==> src/rtl/mcw_pkg.sv <==
package mcw_pkg;
  localparam int NLINE     = 4;
  localparam int LW        = 2;
  localparam int LINE_SEND = 0;
  localparam int LINE_TMR  = 3;

  // handler address: per-core block of NLINE entries, one per line
  function automatic logic [31:0] vec_addr(input logic [31:0] base,
                                           input logic [31:0] core,
                                           input logic [31:0] line);
    return base + core * 32'(NLINE) + line;
  endfunction

  // lowest set bit index wins
  function automatic logic [LW-1:0] low_line(input logic [NLINE-1:0] m);
    logic [LW-1:0] r;
    r = '0;
    for (int i = NLINE - 1; i >= 0; i--) begin
      if (m[i]) r = LW'(i);
    end
    return r;
  endfunction

  function automatic logic [NLINE-1:0] line_dec(input logic [LW-1:0] n);
    logic [NLINE-1:0] r;
    r = '0;
    r[n] = 1'b1;
    return r;
  endfunction
endpackage

==> src/rtl/mcw_timer.sv <==
module mcw_timer #(
  parameter int TMR_DEL = 16,
  localparam int CW = (TMR_DEL > 1) ? $clog2(TMR_DEL) : 1
) (
  input  logic clk,
  input  logic rst_n,
  input  logic tick_en,
  output logic tmr_fire
);
  logic [CW-1:0] cnt_q;
  logic          wrap;

  assign wrap     = tick_en && (cnt_q == CW'(TMR_DEL - 1));
  assign tmr_fire = wrap;

  always_ff @(posedge clk or negedge rst_n) begin
    if (!rst_n)       cnt_q <= '0;
    else if (tick_en) cnt_q <= wrap ? '0 : cnt_q + 1'b1;
  end

  AST_TMR_BOUND: assert property (@(posedge clk) disable iff (!rst_n) cnt_q <= CW'(TMR_DEL - 1));
  AST_TMR_HOLD: assert property (@(posedge clk) disable iff (!rst_n) !tick_en |=> $stable(cnt_q));
endmodule

==> src/rtl/mcw_send_route.sv <==
module mcw_send_route #(
  parameter int NC = 4,
  parameter int TW = 3
) (
  input  logic [NC-1:0]    send_req,
  input  logic [NC*TW-1:0] send_tgt,
  input  logic [NC-1:0]    asleep,
  output logic [NC-1:0]    send_hit
);
  always_comb begin
    for (int t = 0; t < NC; t++) begin
      send_hit[t] = 1'b0;
      for (int s = 0; s < NC; s++) begin
        // only running senders, only exact in-range targets
        if (send_req[s] && !asleep[s] && (send_tgt[s*TW +: TW] == TW'(t)))
          send_hit[t] = 1'b1;
      end
      send_hit[t] = send_hit[t] & asleep[t];
    end
  end
endmodule

==> src/rtl/mcw_core_slot.sv <==
module mcw_core_slot #(
  parameter int CORE     = 0,
  parameter int PCW      = 32,
  parameter int VEC_BASE = 1000
) (
  input  logic                     clk,
  input  logic                     rst_n,
  input  logic                     en_wr,
  input  logic [mcw_pkg::NLINE-1:0] en_val,
  input  logic                     wfi_req,
  input  logic [PCW-1:0]           wfi_pc,
  input  logic                     swi_req,
  input  logic [mcw_pkg::LW-1:0]   swi_num,
  input  logic                     send_hit,
  input  logic                     tmr_fire,
  input  logic [PCW-1:0]           pc_next,
  output logic                     asleep,
  output logic                     run,
  output logic                     redir_vld,
  output logic [PCW-1:0]           redir_pc,
  output logic                     link_we,
  output logic [PCW-1:0]           link_pc
);
  import mcw_pkg::*;

  logic [NLINE-1:0] en_q, en_d, pend_q, pend_d, new_set, src_set, avail, grant_mask;
  logic             asleep_q, req_ok, grant_any, wfi_take;
  logic [LW-1:0]    grant_line;
  logic [PCW-1:0]   vec_pc;

  // named internal events
  assign req_ok     = !asleep_q;
  assign avail      = pend_q & en_q;
  assign grant_any  = |avail;
  assign grant_line = low_line(avail);
  assign grant_mask = grant_any ? line_dec(grant_line) : '0;
  assign wfi_take   = wfi_req && req_ok && !grant_any;
  assign vec_pc     = PCW'(vec_addr(32'(VEC_BASE), 32'(CORE), 32'(grant_line)));

  always_comb begin
    src_set = '0;
    if (swi_req && req_ok) src_set = src_set | line_dec(swi_num);
    src_set[LINE_SEND] = src_set[LINE_SEND] | send_hit;
    src_set[LINE_TMR]  = src_set[LINE_TMR]  | tmr_fire;
  end

  assign new_set = src_set & en_q;
  assign en_d    = en_wr ? en_val : en_q;
  assign pend_d  = ((pend_q & ~grant_mask) | new_set) & en_d;

  always_ff @(posedge clk or negedge rst_n) begin
    if (!rst_n) begin
      en_q      <= '0;
      pend_q    <= '0;
      asleep_q  <= 1'b0;
      redir_vld <= 1'b0;
      redir_pc  <= '0;
      link_we   <= 1'b0;
      link_pc   <= '0;
    end else begin
      en_q      <= en_d;
      pend_q    <= pend_d;
      asleep_q  <= grant_any ? 1'b0 : (wfi_take ? 1'b1 : asleep_q);
      redir_vld <= grant_any;
      redir_pc  <= vec_pc;
      link_we   <= wfi_take || (grant_any && !asleep_q);
      link_pc   <= wfi_take ? wfi_pc : pc_next;
    end
  end

  assign asleep = asleep_q;
  assign run    = !asleep_q;

  AST_WFI_LINK: assert property (@(posedge clk) disable iff (!rst_n)
    wfi_take |=> link_we && (link_pc == $past(wfi_pc)) && !run);
  AST_SLEEP_HOLDS: assert property (@(posedge clk) disable iff (!rst_n)
    asleep_q && !grant_any |=> !run);
  AST_WAKE_NO_LINK: assert property (@(posedge clk) disable iff (!rst_n)
    asleep_q && grant_any |=> run && redir_vld && !link_we);
  AST_SEND_ONLY_ASLEEP: assert property (@(posedge clk) disable iff (!rst_n)
    send_hit |-> asleep_q);
  AST_DIS_DROP: assert property (@(posedge clk) disable iff (!rst_n)
    !en_q[LINE_SEND] && !en_wr |=> !pend_q[LINE_SEND]);
  AST_REST_PENDING: assert property (@(posedge clk) disable iff (!rst_n)
    grant_any && ($countones(avail) > 1) && !en_wr |=> (|pend_q));
  AST_RUNNING_LINK: assert property (@(posedge clk) disable iff (!rst_n)
    grant_any && !asleep_q |=> link_we && (link_pc == $past(pc_next)));
endmodule

==> src/rtl/mc_wake_ctrl.sv <==
module mc_wake_ctrl #(
  parameter int NC       = 4,
  parameter int PCW      = 32,
  parameter int VEC_BASE = 1000,
  parameter int TMR_DEL  = 16,
  localparam int TW = $clog2(NC) + 1,
  localparam int NL = mcw_pkg::NLINE,
  localparam int LW = mcw_pkg::LW
) (
  input  logic              clk,
  input  logic              rst_n,
  input  logic              tick_en,
  input  logic [NC-1:0]     ien_wr,
  input  logic [NC*NL-1:0]  ien_val,
  input  logic [NC-1:0]     wfi_req,
  input  logic [NC*PCW-1:0] wfi_pc,
  input  logic [NC-1:0]     swi_req,
  input  logic [NC*LW-1:0]  swi_num,
  input  logic [NC-1:0]     send_req,
  input  logic [NC*TW-1:0]  send_tgt,
  input  logic [NC*PCW-1:0] pc_next,
  output logic [NC-1:0]     core_run,
  output logic [NC-1:0]     redir_vld,
  output logic [NC*PCW-1:0] redir_pc,
  output logic [NC-1:0]     link_we,
  output logic [NC*PCW-1:0] link_pc
);
  logic          tmr_fire;
  logic [NC-1:0] asleep, send_hit;

  mcw_timer #(.TMR_DEL(TMR_DEL)) u_timer (
    .clk(clk), .rst_n(rst_n), .tick_en(tick_en), .tmr_fire(tmr_fire)
  );

  mcw_send_route #(.NC(NC), .TW(TW)) u_route (
    .send_req(send_req), .send_tgt(send_tgt), .asleep(asleep), .send_hit(send_hit)
  );

  for (genvar c = 0; c < NC; c++) begin : g_core
    mcw_core_slot #(.CORE(c), .PCW(PCW), .VEC_BASE(VEC_BASE)) u_slot (
      .clk      (clk),
      .rst_n    (rst_n),
      .en_wr    (ien_wr[c]),
      .en_val   (ien_val[c*NL +: NL]),
      .wfi_req  (wfi_req[c]),
      .wfi_pc   (wfi_pc[c*PCW +: PCW]),
      .swi_req  (swi_req[c]),
      .swi_num  (swi_num[c*LW +: LW]),
      .send_hit (send_hit[c]),
      .tmr_fire (tmr_fire),
      .pc_next  (pc_next[c*PCW +: PCW]),
      .asleep   (asleep[c]),
      .run      (core_run[c]),
      .redir_vld(redir_vld[c]),
      .redir_pc (redir_pc[c*PCW +: PCW]),
      .link_we  (link_we[c]),
      .link_pc  (link_pc[c*PCW +: PCW])
    );
  end

  AST_RUN_MATCH: assert property (@(posedge clk) disable iff (!rst_n)
    core_run == ~asleep);
endmodule

==> config.mk <==
export PLATFORM = sky130hd
export DESIGN_NAME = mc_wake_ctrl
export DESIGN_NICKNAME = d
export VERILOG_FILES = /design/src/rtl/mcw_pkg.sv /design/src/rtl/mcw_timer.sv /design/src/rtl/mcw_send_route.sv /design/src/rtl/mcw_core_slot.sv /design/src/rtl/mc_wake_ctrl.sv
export SDC_FILE = /design/constraint.sdc
export NUM_CORES = 1
export LEC_CHECK = 0
export BUFFER_PORTS_ARGS = -buffer_cell sky130_fd_sc_hd__buf_2
export CAP_MARGIN = 20
export CELL_PAD_IN_SITES_DETAIL_PLACEMENT = 0
export CELL_PAD_IN_SITES_GLOBAL_PLACEMENT = 1
export CORE_AREA = 2 2 226 228
export CTS_CLUSTER_SIZE = 24
export DETAILED_ROUTE_END_ITERATION = 12
export DIE_AREA = 0 0 228 230
export MAX_ROUTING_LAYER = met4
export PLACE_DENSITY_LB_ADDON = 0.15
export SLEW_MARGIN = 20
export SYNTH_ARGS = -nofsm -noshare
export SYNTH_HDL_FRONTEND = slang
export SYNTH_HIERARCHICAL = 1
export SYNTH_SLANG_ARGS = --single-unit
==> constraint.sdc <==
create_clock -name clk -period 1.35 [get_ports clk]
set_input_delay 0.135 -clock clk [delete_from_list [all_inputs] [get_ports clk]]
set_output_delay 0.135 -clock clk [all_outputs]
set_load 0.1 [all_outputs]
==> impl_metrics.csv <==
group,metric,value,unit
run_status,status,"complete, but fails checks",
run_status,violations,"negative setup slack",
finish,drive_gt1_frac,0.529,
finish,finish.utilization,0.338,
logic_synthesis,synthMostInstantiatedCell,"dfrtp_1",
logic_synthesis,ys_seq_area_frac,0.527,
power_and_ir_drop,p_leak,8.40,nW
global_routing,grt_max_degree,52,
logic_synthesis,synth_top_area_frac,0.527,
die,pin_count,579,
clock_network,cts-buffers-inserted,17,
logic_synthesis,async_reset_ff_frac,1.00,
routing,ant_nets,0,
routing,wire_per_inst,15.9,um
sta,finClkSkew,0.0136,ns
die,die_w,228,um
sta,setup_viol,147,
worst_setup_path,r2r_slack,-0.19,ns
routing,drtIter0Drc,279,
global_routing,grt_pass1_vias,8319,
power_and_ir_drop,swShare,0.418,
die,num_rows,82,
die,core,0.0499,mm^2
placed_design,gp_congestion,0.839,
logic_synthesis,yosys.area.top_type,"dfrtp_1",
clock_network,cts.sinks,188,
routing,drt_pass1_iterations,4,
die,die_h,230,um
power_and_ir_drop,p_int,11.8,mW
sta,fmax,0.650,GHz
placed_design,dpl_cell_area,0.0123,mm^2
power_and_ir_drop,clkPwrFrac,0.261,
worst_setup_path,start_kind,"flop",
routing,routed_via_density,3.60,
power_and_ir_drop,power_frac_comb,0.425,
placed_design,portBuffers,484,
sta,fin_hold_ws,0.0298,ns
sta,tns,-16.08,ns
clock_network,htree_num_levels,4,
sta,grt_setup_unrepaired,"true",
logic_synthesis,synthCells,636,
sta,final-max-slew-violation-count,0,
clock_network,clkLatencyLatePin,0.46,ns
power_and_ir_drop,power.total,20.3,mW
logic_synthesis,ys_seq_elements,188,
clock_network,cts_buffer_depth,2,
logic_synthesis,ys.flop_type,"dfrtp_1",
global_routing,grt_usage,0.132,
logic_synthesis,yosys_warnings,6,
hold_path,min_path_cells,2,
logic_synthesis,yosys-top-cells-area,"dfrtp_1 (53%), mux2_4 (20%), buf_4 (9.8%)",
routing,drc,0,
worst_setup_path,slowest_delay,0.52,ns
worst_setup_path,critical_path.slowest_cell,"or4b_4",
sta,finalCritPeriodShare,1.14,
logic_synthesis,yosys-top-cells-count,"dfrtp_1 (188), mux2_4 (120), buf_4 (116), nand2_1 (23)",
logic_synthesis,synth_edf_count,0,
power_and_ir_drop,pwr-share-seq,0.314,
logic_synthesis,avgSynthCellArea,14.0,um^2
worst_setup_path,critPathArrivalTime,1.92,ns
clock_network,cts_tree,"built",
logic_synthesis,ys_types,39,
worst_setup_path,path_cells,"or4b_4 > o22ai_4 > o21a_1 > inv_1 > a31oi_1",
routing,dr_total_vias,7820,
finish,fin_cells,2175,
placed_design,place_ws,-0.309,ns
die,start_util,0.179,
power_and_ir_drop,switching_power,8.47,mW
hold_path,min-delay-path-class,"in2reg",
worst_setup_path,r2r_cells,5,
routing,totalWireLength,34500,um
finish,area_delta_synth_final,88.7,%
finish,nNetsFinal,1790,
placed_design,dp_cells,1829,
sta,hold_viol_final,0,
worst_setup_path,path_max_fanout,2,
clock_network,clk_pin_slew,0.07,ns
placed_design,dpl.hpwl,25300,um
clock_network,cts-root-buf,"clkbuf_16",
power_and_ir_drop,ir_drop,0.869,mV
worst_setup_path,worstSetupPathType,"reg2reg",
die,die-area,0.0524,mm^2
global_routing,grt_overflow_total,0,
sta,fin_crit,1.54,ns
finish,finalInstanceArea,0.0168,mm^2
run,drv_cap,0,
sta,worst_slack,-0.188,ns
worst_setup_path,endpoint_kind,"flop",
worst_setup_path,crit_required,1.73,ns
global_routing,grt_pass1_wl,50500,um
power_and_ir_drop,power_density,1200,mW/mm^2
logic_synthesis,syn_area,0.00892,mm^2
global_routing,antenna_found_initial,11,
==> power groups by stage <==
stage                     clock (mW)  combinational [mW]  sequential (mW)
final                           5.29                8.60             6.36
after floorplan                    0                2.95             9.36
after CTS                       5.56                8.53             6.36
after global placement             0                7.44             6.44
after global routing            5.71                8.93             6.42
after detailed placement           0                7.43             6.44
==> routing by layer <==
metal,GRT usage,up-vias,share of wire
met4,0.0533,0,0.026
met5,-,-,0
li1,-,3693,-
met2,0.225,286,0.51
met3,0.0375,39,0.062
met1,0.146,3802,0.40
==> worst paths after layout <==
kind	endpoint	from
worst max-delay path	g_core[1].u_slot/pend_q[0]	g_core[2].u_slot/asleep
worst min-delay path	g_core[2].u_slot/en_q[2]	ien_wr[2]
worst max register to register	g_core[1].u_slot/pend_q[0]	g_core[2].u_slot/asleep
worst min register to register	u_timer/cnt_q[3]	u_timer/cnt_q[3]
max in group asynchronous	g_core[2].u_slot/link_pc[26]	rst_n
min in group asynchronous	g_core[1].u_slot/link_pc[22]	rst_n
==> final cells by class <==
type                    instances  area [um^2]
clock inverters                12          136
clock buffers                  20          467
diodes                         12         30.0
fillers                      5068        33000
flip-flops and latches        188         4710
inverters                      21         93.8
multi-input cells             389         3550
repair buffers                861         7000
well taps                     672          841
==> state kept, by name, summed over array words and instances (netlist names) <==
name,count
g_core.u_slot/pend_q,16
g_core.u_slot/redir_vld,4
g_core.u_slot/asleep,4
u_timer/cnt_q,4
g_core.u_slot/en_q,16
g_core.u_slot/link_pc,128
g_core.u_slot/redir_pc,12
g_core.u_slot/link_we,4
==> worst max-delay path: cells and delay by family, from the launching register on <==
kind / cells / cell delay [ns]
compound gates: 3 / 0.49
buf+inv: 1 / 0.04
flops: 1 / 0.41
simple gates: 1 / 0.52
==> kinds of logic (layout without fill, tap and decap cells) <==
| group | after synthesis | count (layout) | synth area share |
|---|---|---|---|
| AO/OA/AOI/OAI | 75 | 75 | 0.0634 |
| AND/OR/NAND/NOR | 73 | 73 | 0.0534 |
| multiplexers | 141 | 141 | 0.228 |
| flip-flops | 188 | 188 | 0.527 |
| buffers and inverters | 149 | 914 | 0.122 |
| other | 8 | 110 | 0.00337 |
| XOR/XNOR | 1 | 1 | 0.000982 |
| adder cells (fa/ha/maj) | 1 | 1 | 0.00140 |
==> layout by cell type, fill, tap and decap left out, types with 4 or more instances in the layout <==
cell / synthesis / layout
a21boi_0: 8 / 5
a21oi_1: 5 / 5
a22o_2: 4 / 4
a22oi_2: 8 / 8
a31oi_1: 13 / 13
a32oi_1: 4 / 4
and4b_1: 4 / 4
buf_12: 0 / 40
buf_2: 0 / 309
buf_4: 116 / 206
buf_6: 12 / 13
clkbuf_16: 0 / 18
clkbuf_8: 0 / 4
clkinv_4: 0 / 5
clkinvlp_4: 0 / 4
conb_1: 8 / 98
dfrtp_1: 188 / 182
dfrtp_2: 0 / 6
diode_2: 0 / 12
dlygate4sd3_1: 0 / 289
inv_1: 21 / 17
mux2_2: 21 / 17
mux2_4: 120 / 124
nand2_1: 23 / 23
nand4_4: 4 / 4
nand4b_1: 4 / 4
nor2_1: 15 / 14
o21a_1: 10 / 10
o21ai_0: 13 / 13
o2bb2ai_1: 4 / 4
==> what timing repair did <==
item                                   in CTS  in global routing
setup endpoints to repair                 309                170
buffers inserted                            8                  4
endpoints found under the hold margin     347                  0
pin swaps                                  10                  5
hold buffers                              289                  0
resized for setup                         233                 40
gates cloned                                0                  1
Note: power is estimated with default switching activity, not from simulation.
